--- src/rtl/hsport_pkg.sv ---
package hsport_pkg;
  localparam logic [1:0] ADR_STAT = 2'd0;
  localparam logic [1:0] ADR_CMD  = 2'd1;
  localparam logic [1:0] ADR_RXB  = 2'd2;
  localparam logic [1:0] ADR_TXB  = 2'd3;

  typedef enum logic [1:0] {ENG_IDLE, ENG_SEND, ENG_FIN} eng_state_t;
endpackage

--- src/rtl/hsport_engine.sv ---
module hsport_engine
  import hsport_pkg::*;
#(
  parameter int DATA_W = 8,
  parameter int TMO_W  = 16
) (
  input  logic              clk,
  input  logic              rst,
  input  logic              go,
  input  logic              wr_cmd,
  input  logic [DATA_W-1:0] txb,
  input  logic [TMO_W-1:0]  tmo_cycles,
  input  logic              dev_tx_ready,
  output logic              busy,
  output logic              done,
  output logic              fail,
  output logic              dev_tx_valid,
  output logic [DATA_W-1:0] dev_tx_data
);
  eng_state_t       state;
  logic [TMO_W-1:0] wait_cnt;

  assign dev_tx_valid = (state == ENG_SEND);

  always_comb begin
    done = 1'b0;
    fail = 1'b0;
    case (state)
      ENG_SEND: begin
        if (dev_tx_ready) begin
          done = 1'b1;
        end else if (({1'b0, wait_cnt} + 1'b1) >= {1'b0, tmo_cycles}) begin
          done = 1'b1;
          fail = 1'b1;
        end
      end
      ENG_FIN: done = 1'b1;
      default: done = 1'b0;
    endcase
  end

  always_ff @(posedge clk) begin
    if (rst) begin
      state       <= ENG_IDLE;
      busy        <= 1'b0;
      wait_cnt    <= '0;
      dev_tx_data <= '0;
    end else begin
      case (state)
        ENG_IDLE: begin
          if (go) begin
            busy        <= 1'b1;
            wait_cnt    <= '0;
            dev_tx_data <= txb;
            state       <= wr_cmd ? ENG_SEND : ENG_FIN;
          end
        end
        ENG_SEND: begin
          if (done) begin
            busy  <= 1'b0;
            state <= ENG_IDLE;
          end else begin
            wait_cnt <= wait_cnt + 1'b1;
          end
        end
        default: begin
          busy  <= 1'b0;
          state <= ENG_IDLE;
        end
      endcase
    end
  end

  // busy only rises after go was seen
  assert_busy_after_go_R3: assert property (@(posedge clk) disable iff (rst)
    $rose(busy) |-> $past(go));

  // offered byte held while the device stalls
  assert_tx_hold_R4: assert property (@(posedge clk) disable iff (rst)
    (dev_tx_valid && !dev_tx_ready && !fail) |=> (dev_tx_valid && $stable(dev_tx_data)));

  // an expired wait ends the command
  assert_timeout_ends_R10: assert property (@(posedge clk) disable iff (rst)
    (dev_tx_valid && fail) |=> (!busy && !dev_tx_valid));
endmodule

--- src/rtl/hsport_rx.sv ---
module hsport_rx #(
  parameter int DATA_W = 8
) (
  input  logic              clk,
  input  logic              rst,
  input  logic              dev_rx_valid,
  input  logic [DATA_W-1:0] dev_rx_data,
  input  logic              rd_take,
  output logic [DATA_W-1:0] rxb,
  output logic              rx_avail,
  output logic              overrun
);
  assign overrun = dev_rx_valid && rx_avail && !rd_take;

  always_ff @(posedge clk) begin
    if (rst) begin
      rxb      <= '0;
      rx_avail <= 1'b0;
    end else if (dev_rx_valid) begin
      rxb      <= dev_rx_data;
      rx_avail <= 1'b1;
    end else if (rd_take) begin
      rx_avail <= 1'b0;
    end
  end

  // an arriving byte is always flagged
  assert_rx_flag_R7: assert property (@(posedge clk) disable iff (rst)
    dev_rx_valid |=> rx_avail);

  // a lone read drains the flag
  assert_rx_drain_R7: assert property (@(posedge clk) disable iff (rst)
    (rd_take && !dev_rx_valid) |=> !rx_avail);
endmodule

--- src/rtl/hsport_regs.sv ---
module hsport_regs
  import hsport_pkg::*;
#(
  parameter int DATA_W = 8
) (
  input  logic              clk,
  input  logic              rst,
  input  logic              host_rd,
  input  logic              host_wr,
  input  logic [1:0]        host_addr,
  input  logic [DATA_W-1:0] host_wdata,
  output logic [DATA_W-1:0] host_rdata,
  input  logic              busy,
  input  logic              done,
  input  logic              fail,
  input  logic              overrun,
  input  logic [DATA_W-1:0] rxb,
  input  logic              rx_avail,
  output logic              go,
  output logic              wr_cmd,
  output logic              irq_en,
  output logic [DATA_W-1:0] txb,
  output logic              rd_take,
  output logic              irq
);
  localparam int PAD = DATA_W - 3;

  logic err;
  logic hit_cmd, hit_txb, refused, err_set;

  assign hit_cmd = host_wr && (host_addr == ADR_CMD);
  assign hit_txb = host_wr && (host_addr == ADR_TXB);
  assign refused = busy && (hit_cmd || hit_txb);
  assign rd_take = host_rd && (host_addr == ADR_RXB);
  assign err_set = refused || overrun || (done && fail);

  always_ff @(posedge clk) begin
    if (rst) begin
      go     <= 1'b0;
      wr_cmd <= 1'b0;
      irq_en <= 1'b0;
      txb    <= '0;
      err    <= 1'b0;
      irq    <= 1'b0;
    end else begin
      irq <= done && irq_en;
      if (err_set) err <= 1'b1;
      else if (done) err <= 1'b0;
      if (done) begin
        go <= 1'b0;
      end else if (hit_cmd && !busy) begin
        go     <= host_wdata[0];
        wr_cmd <= host_wdata[1];
        irq_en <= host_wdata[2];
      end
      if (hit_txb && !busy) txb <= host_wdata;
    end
  end

  always_ff @(posedge clk) begin
    if (rst) begin
      host_rdata <= '0;
    end else if (host_rd) begin
      case (host_addr)
        ADR_STAT: host_rdata <= {{PAD{1'b0}}, rx_avail, err, busy};
        ADR_CMD:  host_rdata <= {{PAD{1'b0}}, irq_en, wr_cmd, go};
        ADR_RXB:  host_rdata <= rxb;
        default:  host_rdata <= txb;
      endcase
    end
  end

  // busy never falls while go remains
  assert_fall_clears_go_R4: assert property (@(posedge clk) disable iff (rst)
    $fell(busy) |-> !go);

  // refused transmit write keeps the byte and flags error
  assert_refused_write_R6: assert property (@(posedge clk) disable iff (rst)
    (host_wr && host_addr == ADR_TXB && busy) |=> ($stable(txb) && err));

  // interrupt pulse only as busy has just fallen
  assert_irq_on_fall_R9: assert property (@(posedge clk) disable iff (rst)
    irq |-> (!busy && $past(busy)));

  // a set on the completion edge wins
  assert_err_priority_R11: assert property (@(posedge clk) disable iff (rst)
    (done && overrun) |=> err);
endmodule

--- src/rtl/hsport_ctrl.sv ---
module hsport_ctrl #(
  parameter int DATA_W = 8,
  parameter int TMO_W  = 16
) (
  input  logic              clk,
  input  logic              rst,
  input  logic              host_rd,
  input  logic              host_wr,
  input  logic [1:0]        host_addr,
  input  logic [DATA_W-1:0] host_wdata,
  output logic [DATA_W-1:0] host_rdata,
  input  logic [TMO_W-1:0]  tmo_cycles,
  output logic [DATA_W-1:0] dev_tx_data,
  output logic              dev_tx_valid,
  input  logic              dev_tx_ready,
  input  logic [DATA_W-1:0] dev_rx_data,
  input  logic              dev_rx_valid,
  output logic              irq
);
  logic              busy, done, fail, go, wr_cmd, irq_en, rd_take;
  logic              rx_avail, overrun;
  logic [DATA_W-1:0] txb, rxb;

  hsport_regs #(.DATA_W(DATA_W)) u_regs (
    .clk(clk), .rst(rst), .host_rd(host_rd), .host_wr(host_wr),
    .host_addr(host_addr), .host_wdata(host_wdata), .host_rdata(host_rdata),
    .busy(busy), .done(done), .fail(fail), .overrun(overrun),
    .rxb(rxb), .rx_avail(rx_avail), .go(go), .wr_cmd(wr_cmd),
    .irq_en(irq_en), .txb(txb), .rd_take(rd_take), .irq(irq)
  );

  hsport_engine #(.DATA_W(DATA_W), .TMO_W(TMO_W)) u_engine (
    .clk(clk), .rst(rst), .go(go), .wr_cmd(wr_cmd), .txb(txb),
    .tmo_cycles(tmo_cycles), .dev_tx_ready(dev_tx_ready), .busy(busy),
    .done(done), .fail(fail), .dev_tx_valid(dev_tx_valid),
    .dev_tx_data(dev_tx_data)
  );

  hsport_rx #(.DATA_W(DATA_W)) u_rx (
    .clk(clk), .rst(rst), .dev_rx_valid(dev_rx_valid),
    .dev_rx_data(dev_rx_data), .rd_take(rd_take), .rxb(rxb),
    .rx_avail(rx_avail), .overrun(overrun)
  );
endmodule

--- config.mk ---
export PLATFORM = sky130hd
export DESIGN_NAME = hsport_ctrl
export DESIGN_NICKNAME = d
export VERILOG_FILES = /design/src/rtl/hsport_pkg.sv /design/src/rtl/hsport_engine.sv /design/src/rtl/hsport_rx.sv /design/src/rtl/hsport_regs.sv /design/src/rtl/hsport_ctrl.sv
export SDC_FILE = /design/constraint.sdc
export NUM_CORES = 1
export LEC_CHECK = 0
export BUFFER_PORTS_ARGS = -buffer_cell sky130_fd_sc_hd__buf_2
export CORE_ASPECT_RATIO = 0.6
export CORE_MARGIN = 3
export CORE_UTILIZATION = 55
export CTS_CLUSTER_DIAMETER = 80
export DETAILED_ROUTE_END_ITERATION = 6
export GPL_TIMING_DRIVEN = 0
export PLACE_DENSITY = 0.77
export SETUP_SLACK_MARGIN = 0.3
export SLEW_MARGIN = 5
export SYNTH_ARGS = -nofsm -noshare
export SYNTH_HDL_FRONTEND = slang
export SYNTH_HIERARCHICAL = 1
export SYNTH_SLANG_ARGS = --single-unit
--- constraint.sdc ---
create_clock -name clk -period 6 [get_ports clk]
set_clock_uncertainty 0.2 [all_clocks]
set_input_delay 0.9 -clock clk [delete_from_list [all_inputs] [get_ports clk]]
set_output_delay 0.9 -clock clk [all_outputs]
set_load 0.1 [all_outputs]
After elaboration in Yosys (flattened, before gate mapping) --
Cells that the tools add are included. Widths: inputs -> output; s select.
Operators by class: div/mod/pow operators 0, reductions and logical operators 25, $add $sub $neg 2, order comparisons 1, muxes and demuxes 19, bitwise gates (word level) 1, multiply operators 0, shift operators 0, equality and inequality tests 8
Operators by type and width (count):
- $mux 16 | 2
- $pmux 16 s2 | 1
- $pmux 8 s3 | 1
- $add 16x1->17 const B | 1
- $ge 17x16->1 | 1
- $add 16x1->16 const B | 1
- $logic_and 1x1->1 | 10
- $mux 1 | 9
- $eq 2x2->1 const B | 3
- $mux 2 | 3
- $reduce_and 2->1 | 3
- $reduce_bool 2->1 | 3
- $eq 2x1->1 const B | 2
- $logic_not 2->1 | 2
- $ne 2x2->1 const B | 2
- $pmux 1 s2 | 2
- $pmux 2 s2 | 1
- $logic_or 1x1->1 | 3
- $reduce_and 3->1 | 1
- $logic_not 1->1 | 2
- $ne 2x1->1 const B | 1
- $reduce_or 2->1 | 1
- $not 1->1 | 1
Storage, ports and cells: bits in registers 57, output and inout port bits 18, word-level logic and storage cells 69, bits in writable memories 0, memories 0, input port bits 40, latch bits 0, bits in read-only memories 0

Logic depth before layout (Yosys ltp) --
depth after elaboration 8, depth in mapped cells 16, mapped depth without buffers 16

Hierarchy --
Netlist, hierarchy kept.
Modules (own cells, without submodules):
- hsport_engine | seq. area each 540.5 µm², area an instance 1974.4 µm², times used 1, cells each 237
- hsport_regs | seq. area each 420.4 µm², area an instance 942.2 µm², times used 1, cells each 100
- hsport_rx | seq. area each 180.2 µm², area an instance 324.1 µm², times used 1, cells each 31

Worst setup path before layout --
No wires, ideal clock.
path kind reg2reg, start point reg u_engine.wait_cnt[2], end point reg u_engine.wait_cnt[4], required time 5.683 ns, clock period less this slack 3.566 ns, setup slack 2.434 ns, data arrival time 3.249 ns, buffers on the path 2, stages on the path, launching flop included 17, cells stage by stage dfxtp_1 -> and3_1 -> nand3_1 -> nor2_1 -> nand3_1 -> or2_2 -> xnor2_1 -> ha_1 -> a21o_1 -> a21oi_1 -> o21ai_2 -> o31ai_1 -> o211ai_2 -> buf_6 -> buf_6 -> o211ai_1 -> nand2_1
On the way: longest elaborated chain between the ends 7, elaborated cells between the ends (all ways) 10, those cells by class add/sub: 2; order compare: 1; eq/ne: 1; mux: 5; reduce/logical: 1
RTL lines:
- start, declared | line hsport_engine.sv:21 | logic [TMO_W-1:0] wait_cnt;
- start signal, assigned | line hsport_engine.sv:63 | wait_cnt <= wait_cnt + 1'b1;
- $add 16x1->17 | line hsport_engine.sv:32 | end else if (({1'b0, wait_cnt} + 1'b1) >= {1'b0, tmo_cycles}) begin
- $ge 17x16->1 | line hsport_engine.sv:32
- $mux 1 | line hsport_engine.sv:32
- $mux 1 | line hsport_engine.sv:30 | if (dev_tx_ready) begin
- $pmux 1 s2 | line hsport_engine.sv:28 | case (state)
- $ne 2x2->1 (no source line)
- $reduce_and 3->1 (no source line)
Several ways; a longest one is shown, not always the timed one. The select of a mux whose other input is x is not followed. A chain may end at the register's enable or synchronous reset.

Worst setup path after layout --
start point reg u_engine.wait_cnt[0], end point reg u_engine.wait_cnt[4]
The elaborated chain is that of the path after synthesis.

==> summary by stage <==
Synth
Yosys attributes the largest share of cell area to sky130_fd_sc_hd__dfxtp_1 35%, sky130_fd_sc_hd__ha_1 7.7%, sky130_fd_sc_hd__mux2i_1 4.9%. The number of enable-type register cells in the synthesized netlist is 0. The share of synthesized area in the top cell type comes to between 30% and 40%. The most numerous cell in the Yosys netlist is sky130_fd_sc_hd__dfxtp_1. The main flop type after synthesis is sky130_fd_sc_hd__dfxtp_1.

The number of nets in the synthesized netlist is 428. The average size of a mapped cell is between 8 and 9 um2. The fraction of the yosys area taken by sequential cells is 35.2%. The fraction of synthesis flops using an asynchronous set or reset pin is 0%. The count of distinct cell types in the synthesized netlist is 49. Ranked by instance count, the synthesized netlist is headed by 57 x sky130_fd_sc_hd__dfxtp_1, 39 x sky130_fd_sc_hd__nand2_1, 29 x sky130_fd_sc_hd__a21oi_1. The cell count after synthesis is about 370.

The warning count from the yosys run is 6. Counting flops and latches in the post-synthesis netlist gives 57. Summed over all instances, the cell type with the most area after synthesis is sky130_fd_sc_hd__dfxtp_1. The post-synthesis instance area is 3240 um2.

Hold path
The path type of the worst min-delay path is reg -> reg. Counting instances, the worst hold path has a depth of 2.

Floorplanning
The total area inside the core boundary comes to 5360 um2. The die covers 6880 um2. The initialized floorplan defines 20 standard-cell rows. The top-level port count is 58. The initial utilization of the core area, before any placement, comes to 60.5%. The die is roughly 65 um tall. The die is 105 um wide.

Setup path
On the worst path, the slowest cell contributes a delay of 520 ps. The maximum fanout encountered on the critical timing path is 10. The critical path runs through a total of 16 cells. Measured in cells, the most critical reg-to-reg path has a length of 16. The worst setup path is of the reg -> reg kind. For the worst setup path, the data arrival time is 4410 ps. The cell family contributing the most delay on the critical path is simple AND/OR/NAND/NOR gates.

Data on the critical path is required at its endpoint by approximately 6000 ps. The critical-path cell with the highest stage delay is sky130_fd_sc_hd__nor4_2. The buffers plus inverters on the worst setup path is 3. The signal on the critical path passes through ha_1 > and3_4 > nand4_2 > inv_1 > and3_1 > xor2_1 > ha_1 > nand4_1 > nor2_1 > a221o_1 > nor4_2 > o211ai_2 > buf_6 > buf_6 > o211ai_1 > nand2_1. STA classifies the critical path startpoint as a register. The kind of end point of the critical path is a register.

Global route
After global routing the overflow that remains totals 0. Global routing consumed, on the met1 layer, 37.1% of the routing resources. Across every metal layer, demand over resource in global routing totals roughly 25%. The via count of the first global-routing pass is 2670. The global-route wire length before repair is 13100 um. The number of antenna violations at the first check in global routing is 0. The most used routing layer in global routing is met1. The maximum number of pins on one net before global-route repair is 12. In the global route stage, met3 resource usage came out at 7.07%. Global routing used 33.2% of the available met2 tracks.

Clock network
The count of instances resized after the clock tree is built is 0. The later pin in the worst-skew pair is clocked with a latency of between 300 and 400 ps. The number of buffers between clock root and the deepest sink is 2. The clock net sink count is 57.

Clock-pin slew was measured on the worst setup and hold paths at roughly 70 ps. The root cell of the clock tree is sky130_fd_sc_hd__clkbuf_8. TritonCTS created 9 clock buffers. The TritonCTS clock tree is done. The CTS H-tree depth is 3.

In this run the post-CTS setup repair buffer count came out at 0. Buffers inserted to repair hold after CTS numbered 0.

Timing
For the final routed database, the setup TNS stands at 0 ps. In the post-route analysis, the smallest setup slack over all paths is 1630 ps. Based on the critical path, the design can be clocked at up to 229 MHz.

The hold slack is 254 ps. The number of endpoints failing setup at the final stage is 0. The transition time of the tightest slew-check pin is 660 ps. The number of max-slew violations in the final report is 0. The hold violation total from the final report is 0. The worst path uses around 73% of the clock period. Setup repair after global routing left no endpoint under its margin. Headroom to the max-slew limit came out at 55.6%.

The clock period could shrink to 4370 ps.

Drt
The initial DRC count is 310. In the routed design, unresolved DRC markers number 0. The pre-antenna-repair detailed-routing pass consisted of 5 iterations.

After detailed routing, the number of vias per cell comes to 5.71. The count of nets left with antenna violations after detail routing is 0. Summed over all layers, the routed wires come to just over 8000 um. For this block, the via count after detailed routing is 2941.

The routed wire length per instance is 15.8 um.

Cells and area
The share of post-route cells with drive strength above 1 is 24.2%. The count of nets after finishing is 493. The filler cells instantiated in the layout total 441.

The growth of design area from synthesis to finish is 19.1%. The repair_antennas step left the layout with diodes totalling 0.

Power
The switching power summed over all nets is 220 uW. The total power of the final layout is 928 uW. The switching part of the total is roughly a quarter. IR analysis of the VDD net gives a maximum drop of 0.000130 V. The clock network is responsible for 48.5% of the overall power. The leakage power figure is 0.00172 uW. The fraction of power consumed by combinational cells is 9.2%. The internal portion of total power is 708 uW. Per report_power, the sequential group accounts for 42.4% of the total.

The power per cell area is ~240 nW/um2.

Placement
The total half-perimeter wirelength after legalization and detailed placement is a little over 6000 um. OpenSTA, run right after detailed placement, puts the worst setup slack at 1750 ps. At the end of routability-driven placement, the weighted congestion stood at 0.878. The count of buffers added on input and output ports is 54.

Run
Across the run, the number of max-cap violations was 0.

Status
The run finished with clean final reports.
power groups by stage:
| stage | combinational (uW) | sequential (uW) | clock (uW) |
|---|---|---|---|
| 3_5_place_dp | 83.1 | 402 | 0 |
| 2_1_floorplan | 46.3 | 410 | 0 |
| 5_1_grt | 92.7 | 394 | 470 |
| 4_1_cts | 83.8 | 393 | 454 |
| 6_report | 84.9 | 393 | 450 |
| 3_3_place_gp | 80.8 | 401 | 0 |
cell families (layout without fill, tap and decap cells):
family / after synthesis / in the layout / share of synthesized area (%)
adder cells (fa/ha/maj): 20 / 20 / 7.72
buffers and inverters: 43 / 113 / 6.18
XOR/XNOR: 14 / 14 / 3.78
flip-flops: 57 / 57 / 35.2
AO/OA/AOI/OAI: 79 / 79 / 17.8
multiplexers: 24 / 24 / 8.76
AND/OR/NAND/NOR: 131 / 131 / 20.5
placed cells by master, fill, tap and decap left out, types with 5 or more instances in the layout:
| cell | Yosys | routed |
|---|---|---|
| sky130_fd_sc_hd__buf_2 | 4 | 58 |
| sky130_fd_sc_hd__a31oi_1 | 9 | 9 |
| sky130_fd_sc_hd__clkbuf_1 | 9 | 9 |
| sky130_fd_sc_hd__ha_1 | 20 | 20 |
| sky130_fd_sc_hd__nor2_1 | 26 | 26 |
| sky130_fd_sc_hd__nand2b_1 | 6 | 6 |
| sky130_fd_sc_hd__mux2i_1 | 16 | 16 |
| sky130_fd_sc_hd__o211ai_1 | 15 | 15 |
| sky130_fd_sc_hd__dfxtp_1 | 57 | 57 |
| sky130_fd_sc_hd__o41ai_2 | 7 | 7 |
| sky130_fd_sc_hd__nand2_1 | 39 | 39 |
| sky130_fd_sc_hd__nand3_1 | 22 | 22 |
| sky130_fd_sc_hd__mux2_2 | 5 | 5 |
| sky130_fd_sc_hd__xnor2_1 | 12 | 12 |
| sky130_fd_sc_hd__clkbuf_8 | 0 | 10 |
| sky130_fd_sc_hd__inv_1 | 24 | 24 |
| sky130_fd_sc_hd__nor2b_1 | 7 | 7 |
| sky130_fd_sc_hd__a21oi_1 | 29 | 29 |
layout make-up:
| type | instances | area [um2] | area share [%] |
|---|---|---|---|
| Clock inverter | 6 | 115 | 2.98 |
| Inverter | 24 | 90.1 | 2.33 |
| Timing Repair Buffer | 54 | 270 | 7.00 |
| Clock buffer | 10 | 138 | 3.57 |
| Multi-Input combinational cell | 268 | 1900 | 49.2 |
| Tap cell | 77 | 96.3 | 2.50 |
| Buffer | 19 | 110 | 2.85 |
| Sequential cell | 57 | 1140 | 29.6 |
worst paths after layout:
kind	startpoint	end	slack, ps
max	u_engine/wait_cnt[0]$_SDFFE_PP0P_	u_engine/wait_cnt[4]$_SDFFE_PP0P_	1630
min	u_engine/dev_tx_data[6]$_SDFFE_PP0P_	u_engine/dev_tx_data[6]$_SDFFE_PP0P_	250
max reg2reg	u_engine/wait_cnt[0]$_SDFFE_PP0P_	u_engine/wait_cnt[4]$_SDFFE_PP0P_	1630
min reg2reg	u_engine/dev_tx_data[6]$_SDFFE_PP0P_	u_engine/dev_tx_data[6]$_SDFFE_PP0P_	250
state kept, by name, summed over array words and instances, names as in the netlist:
name	flops
u_engine/busy	1
u_regs/irq_en	1
u_regs/err	1
u_rx/rx_avail	1
u_regs/go	1
u_engine/state	2
u_engine/dev_tx_data	8
u_engine/wait_cnt	16
u_regs/wr_cmd	1
u_regs/txb	8
u_rx/rxb	8
u_regs/irq	1
u_regs/host_rdata	8
worst min-delay path, cell delays in order (launching register included):
cell                      delay [ps]
sky130_fd_sc_hd__dfxtp_1         310
sky130_fd_sc_hd__nand2_1          50
sky130_fd_sc_hd__a21oi_1          50
per-layer routing:
metal	part of all wire, %	vias up
li1	-	1444
met1	48	1363
met2	41	124
met3	10	10
met4	0.80	0
met5	0	-
through the flow:
step,cells,area [um2],utilization [%]
5_1_grt,515,3860,72.1
4_1_cts,515,3860,72.1
3_3_place_gp,499,3610,67.4
3_5_place_dp,499,3610,67.4
2_1_floorplan,368,3240,-
6_report,515,3860,72.1
(Power assumes the default switching activity.)
